<file path="src/rtl/hart_tx_pkg.sv">
package hart_tx_pkg;
    typedef enum logic [1:0] {
        ST_IDLE,
        ST_TURN,
        ST_MARK,
        ST_SHIFT
    } tx_state_e;

    localparam int CHAR_W           = 8;
    localparam int FRAME_BITS       = 11;
    localparam int DIV_1200_DEFAULT = 1023;   // 1200 bit/s from 1.2288 MHz

    // start(0) + data LSB first + odd parity + stop(1); bit 0 leaves first
    function automatic logic [FRAME_BITS-1:0] build_frame(input logic [CHAR_W-1:0] d);
        return {1'b1, ~(^d), d, 1'b0};
    endfunction
endpackage

</file>
<file path="src/rtl/hart_tx_fifo.sv">
module hart_tx_fifo #(
    parameter int DEPTH = 16,
    parameter int W     = 8,
    localparam int LVL_W = $clog2(DEPTH + 1),
    localparam int PTR_W = (DEPTH > 1) ? $clog2(DEPTH) : 1
) (
    input  logic             clk,
    input  logic             rst_n,
    input  logic             push_req,
    input  logic [W-1:0]     push_data,
    input  logic             pop,
    output logic [W-1:0]     head_data,
    output logic [LVL_W-1:0] level_o,
    output logic             empty_o,
    output logic             full_o,
    input  logic             ovf_clr,
    output logic             ovf_err
);
    logic [W-1:0]     mem [DEPTH];
    logic [PTR_W-1:0] wr_ptr, rd_ptr;
    logic             push_ok;

    assign full_o    = (level_o == LVL_W'(DEPTH));
    assign empty_o   = (level_o == '0);
    assign push_ok   = push_req && !full_o;
    assign head_data = mem[rd_ptr];

    function automatic logic [PTR_W-1:0] bump(input logic [PTR_W-1:0] p);
        return (p == PTR_W'(DEPTH - 1)) ? '0 : p + 1'b1;
    endfunction

    always_ff @(posedge clk) begin
        if (push_ok) mem[wr_ptr] <= push_data;
    end

    always_ff @(posedge clk or negedge rst_n) begin
        if (!rst_n) begin
            wr_ptr  <= '0;
            rd_ptr  <= '0;
            level_o <= '0;
            ovf_err <= 1'b0;
        end else begin
            if (push_ok) wr_ptr <= bump(wr_ptr);
            if (pop)     rd_ptr <= bump(rd_ptr);
            unique case ({push_ok, pop})
                2'b10:   level_o <= level_o + 1'b1;
                2'b01:   level_o <= level_o - 1'b1;
                default: level_o <= level_o;
            endcase
            if (push_req && full_o) ovf_err <= 1'b1;
            else if (ovf_clr)       ovf_err <= 1'b0;
        end
    end

    p_full_write_dropped_r6: assert property (@(posedge clk) disable iff (!rst_n)
        (full_o && push_req && !pop) |=> (level_o == $past(level_o)));
    p_ovf_sticky_r6: assert property (@(posedge clk) disable iff (!rst_n)
        (ovf_err && !ovf_clr) |=> ovf_err);
    p_level_limit_r7: assert property (@(posedge clk) disable iff (!rst_n)
        level_o <= LVL_W'(DEPTH));
    p_pop_nonempty_r7: assert property (@(posedge clk) disable iff (!rst_n)
        pop |-> !empty_o);
endmodule

</file>
<file path="src/rtl/hart_tx_baud.sv">
module hart_tx_baud #(
    parameter int DIV_W = 16
) (
    input  logic             clk,
    input  logic             rst_n,
    input  logic             en,
    input  logic [DIV_W-1:0] div,
    output logic             tick
);
    logic [DIV_W-1:0] cnt;

    assign tick = en && (cnt == div);

    always_ff @(posedge clk or negedge rst_n) begin
        if (!rst_n)          cnt <= '0;
        else if (!en || tick) cnt <= '0;
        else                 cnt <= cnt + 1'b1;
    end

    p_tick_needs_enable_r1: assert property (@(posedge clk) disable iff (!rst_n)
        !en |=> (cnt == '0));
endmodule

</file>
<file path="src/rtl/hart_tx_framer.sv">
module hart_tx_framer
    import hart_tx_pkg::*;
#(
    parameter int TURN_W = 4
) (
    input  logic              clk,
    input  logic              rst_n,
    input  logic              tick,
    input  logic              rts,
    input  logic [TURN_W-1:0] turn_bits,
    input  logic              fifo_empty,
    input  logic [CHAR_W-1:0] fifo_data,
    output logic              pop,
    output logic              active,
    output logic              cts_o,
    output logic              line_o,
    input  logic              gap_clr,
    output logic              gap_err
);
    localparam int BIT_W = $clog2(FRAME_BITS + 1);

    tx_state_e             state_q, state_d;
    logic [TURN_W-1:0]     turn_cnt;
    logic [FRAME_BITS-1:0] sreg;
    logic [BIT_W-1:0]      bit_cnt;
    logic                  frame_end, load, gap_set;

    assign frame_end = (state_q == ST_SHIFT) && tick && (bit_cnt == BIT_W'(FRAME_BITS - 1));
    assign active    = (state_q != ST_IDLE);

    always_comb begin
        state_d = state_q;
        load    = 1'b0;
        gap_set = 1'b0;
        unique case (state_q)
            ST_IDLE: begin
                if (rts) state_d = ST_TURN;
            end
            ST_TURN: begin
                if (!rts) state_d = ST_IDLE;
                else if (tick && turn_cnt == '0) begin
                    load    = !fifo_empty;
                    state_d = fifo_empty ? ST_MARK : ST_SHIFT;
                end
            end
            ST_MARK: begin
                if (!rts) state_d = ST_IDLE;
                else if (tick && !fifo_empty) begin
                    load    = 1'b1;
                    state_d = ST_SHIFT;
                end
            end
            ST_SHIFT: begin
                if (frame_end) begin
                    if (!rts) state_d = ST_IDLE;
                    else if (!fifo_empty) load = 1'b1;
                    else begin
                        gap_set = 1'b1;
                        state_d = ST_MARK;
                    end
                end
            end
            default: state_d = ST_IDLE;
        endcase
    end

    assign pop = load;

    always_ff @(posedge clk or negedge rst_n) begin
        if (!rst_n) state_q <= ST_IDLE;
        else        state_q <= state_d;
    end

    always_ff @(posedge clk or negedge rst_n) begin
        if (!rst_n) begin
            turn_cnt <= '0;
            sreg     <= '1;
            bit_cnt  <= '0;
            line_o   <= 1'b1;
            cts_o    <= 1'b0;
            gap_err  <= 1'b0;
        end else begin
            if (state_q == ST_IDLE)          turn_cnt <= turn_bits;
            else if (state_q == ST_TURN && tick) turn_cnt <= turn_cnt - 1'b1;

            if (load) begin
                sreg    <= build_frame(fifo_data);
                line_o  <= 1'b0;
                bit_cnt <= '0;
            end else if (state_q == ST_SHIFT && tick) begin
                sreg    <= {1'b1, sreg[FRAME_BITS-1:1]};
                line_o  <= sreg[1];
                bit_cnt <= bit_cnt + 1'b1;
            end else if (state_q != ST_SHIFT) begin
                line_o  <= 1'b1;
            end

            cts_o <= (state_d == ST_MARK) || (state_d == ST_SHIFT);

            if (gap_set)      gap_err <= 1'b1;
            else if (gap_clr) gap_err <= 1'b0;
        end
    end

    p_start_with_cts_r3: assert property (@(posedge clk) disable iff (!rst_n)
        ($rose(cts_o) && !$past(fifo_empty)) |-> !line_o);
    p_hold_between_ticks_r4: assert property (@(posedge clk) disable iff (!rst_n)
        (state_q == ST_SHIFT && !tick) |=> $stable(line_o));
    p_gap_sticky_r5: assert property (@(posedge clk) disable iff (!rst_n)
        (gap_err && !gap_clr) |=> gap_err);
    p_drop_after_mark_r8: assert property (@(posedge clk) disable iff (!rst_n)
        $fell(cts_o) |-> $past(line_o));
    p_mark_without_cts_r9: assert property (@(posedge clk) disable iff (!rst_n)
        !cts_o |-> line_o);
endmodule

</file>
<file path="src/rtl/hart_tx_serializer.sv">
module hart_tx_serializer
    import hart_tx_pkg::*;
#(
    parameter int FIFO_DEPTH = 16,
    parameter int DIV_W      = 16,
    parameter int TURN_W     = 4,
    localparam int LVL_W     = $clog2(FIFO_DEPTH + 1)
) (
    input  logic              clk,
    input  logic              rst_n,
    input  logic              wr_valid,
    input  logic [7:0]        wr_data,
    input  logic [DIV_W-1:0]  baud_div,
    input  logic [TURN_W-1:0] turn_bits,
    input  logic              rts,
    input  logic [1:0]        err_clr,
    output logic              cts,
    output logic              tx_line,
    output logic [LVL_W-1:0]  fifo_level,
    output logic              gap_err,
    output logic              ovf_err
);
    logic              pop, empty, full, tick, active;
    logic [CHAR_W-1:0] head;

    hart_tx_fifo #(.DEPTH(FIFO_DEPTH), .W(CHAR_W)) u_fifo (
        .clk       (clk),
        .rst_n     (rst_n),
        .push_req  (wr_valid),
        .push_data (wr_data),
        .pop       (pop),
        .head_data (head),
        .level_o   (fifo_level),
        .empty_o   (empty),
        .full_o    (full),
        .ovf_clr   (err_clr[1]),
        .ovf_err   (ovf_err)
    );

    hart_tx_baud #(.DIV_W(DIV_W)) u_baud (
        .clk   (clk),
        .rst_n (rst_n),
        .en    (active),
        .div   (baud_div),
        .tick  (tick)
    );

    hart_tx_framer #(.TURN_W(TURN_W)) u_framer (
        .clk        (clk),
        .rst_n      (rst_n),
        .tick       (tick),
        .rts        (rts),
        .turn_bits  (turn_bits),
        .fifo_empty (empty),
        .fifo_data  (head),
        .pop        (pop),
        .active     (active),
        .cts_o      (cts),
        .line_o     (tx_line),
        .gap_clr    (err_clr[0]),
        .gap_err    (gap_err)
    );

    p_full_flag_consistent_r6: assert property (@(posedge clk) disable iff (!rst_n)
        full |-> !empty);
endmodule

</file>
<file path="config.mk">
export PLATFORM = sky130hd
export DESIGN_NAME = hart_tx_serializer
export DESIGN_NICKNAME = d
export VERILOG_FILES = /design/src/rtl/hart_tx_pkg.sv /design/src/rtl/hart_tx_fifo.sv /design/src/rtl/hart_tx_baud.sv /design/src/rtl/hart_tx_framer.sv /design/src/rtl/hart_tx_serializer.sv
export SDC_FILE = /design/constraint.sdc
export NUM_CORES = 1
export LEC_CHECK = 0
export BUFFER_PORTS_ARGS = -buffer_cell sky130_fd_sc_hd__buf_2
export CORE_MARGIN = 3
export CORE_UTILIZATION = 35
export DETAILED_ROUTE_END_ITERATION = 10
export SLEW_MARGIN = 20
export SYNTH_ARGS = -nofsm -noshare
export SYNTH_HDL_FRONTEND = slang
export SYNTH_HIERARCHICAL = 1
export SYNTH_SLANG_ARGS = --single-unit
</file>
<file path="constraint.sdc">
create_clock -name clk -period 4.6 [get_ports clk]
set_input_delay 0.23 -clock clk [delete_from_list [all_inputs] [get_ports clk]]
set_output_delay 0.23 -clock clk [all_outputs]
set_load 0.02 [all_outputs]
</file>
==> results of run 1 <==
==> per-stage QoR <==
step	hold slack, ns	instances	setup WS [ns]
finish	0.03299	867	0.7805
global route	0.02038	867	0.4643
CTS	0.01106	867	0.7645
detailed placement	0.3910	834	0.8054
global placement	0.3878	834	0.9896
floorplan	-0.06559	530	0.9897
==> critical path, cell delays in order (launching register included) <==
cell,delay [ns]
dfrtp_1,0.47
inv_1,0.10
ha_1,0.28
inv_1,0.20
and3_1,0.44
and2_4,0.27
nand4b_4,0.11
a21oi_4,0.12
buf_4,0.26
ha_1,0.37
xor2_1,0.12
ha_1,0.23
or2_2,0.29
a31oi_1,0.18
o31ai_1,0.10
xor2_1,0.15
==> worst paths after layout <==
kind / startpoint / cells past startpoint / to / slack (ns)
hold reg to reg: u_framer/gap_err / 1 / u_framer/gap_err / 0.49
setup / recovery: u_framer/state_q[0] / 15 / u_fifo/level_o[4] / 0.78
max in group asynchronous: rst_n / 3 / u_fifo/rd_ptr[0] / 3.68
min in group asynchronous: rst_n / 3 / u_baud/cnt[0] / 0.44
setup reg to reg: u_framer/state_q[0] / 15 / u_fifo/level_o[4] / 0.78
hold / removal: turn_bits[3] / 2 / u_framer/turn_cnt[3] / 0.03
==> cell usage in the layout (no fill, tap or decap), types with 11 or more instances in the layout <==
master     instances
ha_1              18
xor2_1            11
clkbuf_16         17
edfxtp_1         128
xnor2_1           38
nand3_1           13
dfrtp_1           40
nand2_1           25
inv_1             15
mux4_2            31
nor2_1            48
buf_2             42
o22ai_1           16
mux2_2            16
==> power groups by stage <==
stage / clock (mW) / sequential, mW / combinational [mW]
2_1_floorplan: 0 / 2.04 / 0.458
3_3_place_gp: 0 / 2.07 / 0.627
3_5_place_dp: 0 / 2.08 / 0.650
4_1_cts: 1.44 / 2.05 / 0.653
5_1_grt: 1.51 / 2.07 / 0.718
6_report: 1.41 / 2.05 / 0.640
==> synthesized netlist by cell type, types with 6 or more instances <==
library cell | number | share of area, %
mux2_2 | 16 | 2.2
buf_2 | 7 | 0.43
inv_1 | 15 | 0.70
o21ai_0 | 10 | 0.62
xnor2_1 | 38 | 4.1
a21oi_1 | 8 | 0.50
dfrtp_1 | 41 | 13
nand3_1 | 13 | 0.81
nand2_1 | 25 | 1.2
dfstp_2 | 10 | 3.3
ha_1 | 18 | 2.8
xor2_1 | 11 | 1.2
nor3_1 | 10 | 0.62
o22ai_1 | 16 | 1.2
nand4_1 | 10 | 0.77
buf_6 | 6 | 0.84
mux4_2 | 31 | 8.6
nor2_1 | 48 | 2.2
edfxtp_1 | 128 | 48
==> layout make-up <==
type | instances | area share [%]
inverter | 15 | 0.6182
timing repair buffer | 50 | 2.995
sequential | 179 | 56.37
clock buffer | 17 | 4.671
multi-input combinational | 311 | 29.78
clock inverter | 15 | 1.717
tap | 280 | 3.847
==> state kept, by name, indices dropped and copies added, names as in the netlist, 4 cells and up <==
name               flops
u_framer/sreg          9
u_fifo/wr_ptr          4
u_fifo/mem           128
u_framer/turn_cnt      4
u_fifo/rd_ptr          4
u_framer/bit_cnt       4
u_baud/cnt            16
u_fifo/level_o         5
==> metal layers <==
layer | routed length (µm) | global-route usage (%)
met3 | 812 | 3.198
met4 | 323 | 4.302
met2 | 7593 | 21.41
met1 | 7456 | 18.87
met5 | 0 | 0
==> kinds of logic after synthesis <==
group                      synth area share [%]
AOI/OAI and AO/OA                         4.769
xor gates and xnor gates                  5.310
adders and majority gates                 2.787
buffers and inverters                     2.926
DFF                                       63.51
muxes                                     11.98
and+or+nand+nor                           8.717
==> results.txt, run 1 <==
Outcome - finished clean
Starting Density - 36.36%
# resized after CTS - 0
Clock Skews - 0.01453 ns
Placed Instance Area - 0.008516 mm²
PnR Total Power - 4.094 mW
CTS sink cnt - 179
Most used DFF post-synth - edfxtp_1
Die Ht - 158.0 µm
Worst-case vdd ir drop - 269.4 µV
Slew @ Worst Pin - 1.036 ns
Seq/Total Area, Yosys - 63.51%
Async SR Flop Fraction - 28.49%
Worst Path Max Fanout - 22
Setup TNS - 0 ns
Layout fillers - 2044
First-pass GRT wire length - 25720 µm
Synth Cell Area - 0.008082 mm²
Final nets - 626
Data required, critical path - 4.90 ns
Clock Root Buffer - clkbuf_16
Final Max Slew Viols - 0
Int Power - 2.883 mW
H-tree depth - 4
Max cap viols - 0
Util after Layout - 40.97%
Clk pwr share - 34.4%
Vias post-DR - 4519
Hold-fix buffers, CTS - 1
Avg Cell Area, Syn - 15.25 µm²
Global route overflow - 0
Switching Fraction - 29.59%
Io pins - 43
Final setup vio count - 0
Area grow syn2layout - 12.70%
N_diodes - 0
Post-synth EDFFs - 128
Vias per cell - 5.212
Leakage - 3.245 nW
# rows - 54
DRC Markers - 0
Routed WL - 16190 µm
Number of setup buffers added after CTS - 0
Switch Pwr - 1.211 mW
Total number of yosys warnings - 6
Total Routing Usage GR - 13.62%
Cts bufs inserted - 17
RSZ-0062 raised after global routing - false
Share of cells above drive strength 1 - 25.55%
Post-DP HPWL - 10800 µm
Hold crit path type - primary input to flop
Final Critical Period - 3.819 ns
Setup Crit Path Kind - flop to flop
Comb power frac - 15.6%
Post-Syn Instances - 530
Vias in the first global route - 4572
Final instance area - 0.009107 mm²
Clock transition at path regs - 0.07 ns
Initial antenna violation count - 0
Core area - 0.02223 mm²
Synth Net Count - 582
IO Port Bufs - 42
First drt pass iteration count - 5
PD cells - 449.5 mW/mm²
Power share of the sequential group - 50.0%
Wire per inst - 18.67 µm
CTS tree - yes
Final worst path period share - 83.03%
Worst EP arrival - 4.12 ns
Endpoints failing hold - 0
Critical Path Start Type - flop
Die area - 0.02495 mm²
Synth Register Bits - 179
RD Place Congestion - 0.7838
Later-pin clock latency in the skew report - 0.43 ns
CP endpoint kind - flop
Seq. cell area - 0.005134 mm²
Slew margin rel. - 30.91%
Initial DRC count - 357
CTS Buffer Depth - 2
Largest net degree at the start of global routing - 52
Chip width - 158.0 µm
Routed Antenna Nets - 0
Multi-input gate area in the final layout - 0.002713 mm²
F_max - 261.8 MHz
Synth cell types - 61
Note: power is estimated with default switching activity, not from simulation.
==> run 2: changes to the inputs <==
- clock period: 4.6 -> 3.3 ns (I/O delays scaled with it)
==> run 2 against run 1 <==
Compared with the run above: sequential power increased by 39%; sequential share of layout area decreased by 1.4 points; count of clock-buffer cells in the layout unchanged; register-to-register slack lost 0.53 ns; worst hold slack better by 0.0026 ns; highest routed layer unchanged.
==> results.txt, run 2 (synthesized netlist as in run 1, its figures left out) <==
Outcome - finished clean
Vias post-DR - 4550 (+0.69%)
Multi-input gate area in the final layout - 0.002725 mm² (+0.46%)
First-pass GRT wire length - 25900 µm (+0.67%)
Share of cells above drive strength 1 - 28.20% (+2.6 points)
Max cap viols - 0 (unchanged)
Final Max Slew Viols - 0 (unchanged)
RD Place Congestion - 0.8338 (+6.4%)
Slew @ Worst Pin - 0.9727 ns (-0.06359 ns)
Largest net degree at the start of global routing - 43 (-17%)
CTS Buffer Depth - 2 (unchanged)
IO Port Bufs - 42 (unchanged)
Most frequent cells in the layout - edfxtp_1 (128), nor2_1 (48), buf_2 (42)
Io pins - 43 (unchanged)
Cell mode on critical path - xor2_1
Total Routing Usage GR - 13.61% (about the same)
Leakage - 3.367 nW (+3.8%)
Post-DP HPWL - 11030 µm (+2.2%)
DRC Markers - 0 (unchanged)
Reg2reg setup slack - 0.25 ns (-0.53 ns)
Worst-case vdd ir drop - 305.6 µV (+13%)
Endpoints failing hold - 0 (unchanged)
Critical Path Start Type - flop
Hold EP - u_fifo/ovf_err
Clock transition at path regs - 0.07 ns (about the same)
Largest regs - u_fifo/mem (128), u_baud/cnt (16), u_framer/sreg (9)
Final Critical Period - 3.054 ns (-0.7653 ns)
Chip width - 158.0 µm (unchanged)
Buf/Inv on CP - 1 (-2)
Slew margin rel. - 35.15% (+4.2 points)
Setup Crit Path Kind - flop to flop
CTS tree - yes
Initial antenna violation count - 0 (unchanged)
Later-pin clock latency in the skew report - 0.43 ns (about the same)
Die area - 0.02495 mm² (unchanged)
Wire per inst - 18.04 µm (-3.4%)
Pre-CTS WS - 0.2227 ns (-0.5827 ns)
Core area - 0.02223 mm² (unchanged)
Clock Root Buffer - clkbuf_16
CP cell instances - xnor2_1 > nand4_1 > nor2_1 > and3_1 > buf_4 > o211ai_1 > a21oi_4 > ha_4 > xor2_1 > ha_1 > or2_2 > a31oi_1 > o31ai_1 > xor2_1
Most common cell after layout, fill and taps aside - edfxtp_1
Final setup vio count - 0 (unchanged)
Final worst path period share - 92.55% (+9.5 points)
First drt pass iteration count - 5 (unchanged)
Cts bufs inserted - 17 (unchanged)
Reg2Reg Depth - 14 (-1)
Max reg flops - 128 (unchanged)
Clock Skews - 0.01353 ns (-0.0009936 ns)
Routed Antenna Nets - 0 (unchanged)
Hold path depth - 3 (+1)
H-tree depth - 4 (unchanged)
Crit-path slowest cell - dfrtp_1
Area grow syn2layout - 15.59%
Routed WL - 16060 µm (-0.80%)
Worst EP arrival - 3.36 ns (-0.76 ns)
Initial DRC count - 423 (+18%)
# rows - 54 (unchanged)
Setup TNS - 0 ns (unchanged)
Global route overflow - 0 (unchanged)
Vias in the first global route - 4683 (+2.4%)
Hold crit path type - primary input to flop
N_diodes - 0 (unchanged)
Final nets - 650 (+3.8%)
Crit path max-delay family - simple AND/OR/NAND/NOR gates
Worst Path Max Fanout - 9 (-59%)
CTS sink cnt - 179 (unchanged)
Register with the most flip-flops - u_fifo/mem
CP max stage delay - 0.44 ns (-0.03 ns)
PD cells - 616.1 mW/mm² (+37%)
Fin worst setup slack - 0.2458 ns (-0.5347 ns)
F_max - 327.4 MHz (+25%)
HP Start - err_clr[1]
Layout fillers - 1972 (-3.5%)
Die Ht - 158.0 µm (unchanged)
Data required, critical path - 3.60 ns (-1.30 ns)
Starting Density - 36.36% (unchanged)
Reg-to-reg startpoint - u_baud/cnt[9]
Seq. cell area - 0.005136 mm² (about the same)
Reg-to-reg endpoint - u_fifo/level_o[4]
RSZ-0062 raised after global routing - false
CP endpoint kind - flop
Vias per cell - 5.112 (-1.9%)
-- run 2: cell types whose count changed in the layout (fill, tap and decap cells not counted), sizes merged --
| cell | before | now |
|---|---|---|
| dlygate4sd3 | 1 | 8 |
| inv | 23 | 21 |
| bufinv | 0 | 1 |
| buf | 49 | 66 |
-- run 2: worst max path at each step --
stage / to / startpoint / cells past startpoint / slack [ns]
6_report: u_fifo/level_o[4] / u_baud/cnt[9] / 14 / 0.25
2_1_floorplan: u_fifo/level_o[4] / u_framer/cts_o / 19 / 0.02
5_1_grt: u_fifo/level_o[4] / u_fifo/level_o[1] / 12 / 0.02
3_5_place_dp: u_fifo/level_o[4] / u_framer/state_q[0] / 14 / 0.22
4_1_cts: u_fifo/level_o[4] / u_framer/state_q[0] / 14 / 0.21
3_3_place_gp: u_fifo/level_o[4] / u_fifo/level_o[1] / 12 / 0.29
-- run 2: cell type report --
| cell class | instances | area share (%) |
|---|---|---|
| Inverter | 15 | 0.6027 |
| Multi-Input combinational cell | 311 | 29.17 |
| Timing Repair Buffer | 74 | 5.170 |
| Clock buffer | 17 | 4.554 |
| Tap cell | 280 | 3.750 |
| Clock inverter | 14 | 1.768 |
| Sequential cell | 179 | 54.98 |
-- run 2: timing repair --
action,CTS,global route
hold buffers,8,0
endpoints found under the hold margin,38,0
setup endpoints to repair,0,1
setup buffers,0,1
gates resized for setup,0,1
-- run 2: layer usage --
layer  routed length (µm)  track usage [%]
met4                  191            4.383
met2                 7731            21.25
met3                  782            3.171
met1                 7350            18.99
met5                    0                0
-- run 2: metrics by stage --
step | hold WS (ns) | cell area, µm² | cells | util [%] | power, mW
2_1_floorplan | -0.1306 | 8110 | 530 | - | 3.491
3_3_place_gp | 0.3753 | 8662 | 850 | 38.97 | 3.760
3_5_place_dp | 0.3851 | 8662 | 850 | 38.97 | 3.812
4_1_cts | 0.009393 | 9333 | 889 | 41.98 | 5.823
5_1_grt | 0.04177 | 9341 | 890 | 42.02 | 6.047
6_report | 0.03561 | 9341 | 890 | 42.02 | 5.756
-- run 2: worst register-to-register path, cell delays in order, from the launching register on --
cell and delay, ns:
dfrtp_1 0.44, xnor2_1 0.20, nand4_1 0.21, nor2_1 0.14, and3_1 0.18, buf_4 0.17
o211ai_1 0.16, a21oi_4 0.21, ha_4 0.21, xor2_1 0.09, ha_1 0.23, or2_2 0.29
a31oi_1 0.17, o31ai_1 0.09, xor2_1 0.14
-- run 2: power breakdown --
group | switching [mW] | leakage [nW] | total, mW | internal (mW)
registers | 0.199 | 1.80 | 2.85 | 2.66
logic | 0.538 | 1.29 | 0.912 | 0.374
clock network | 0.913 | 0.285 | 1.99 | 1.08
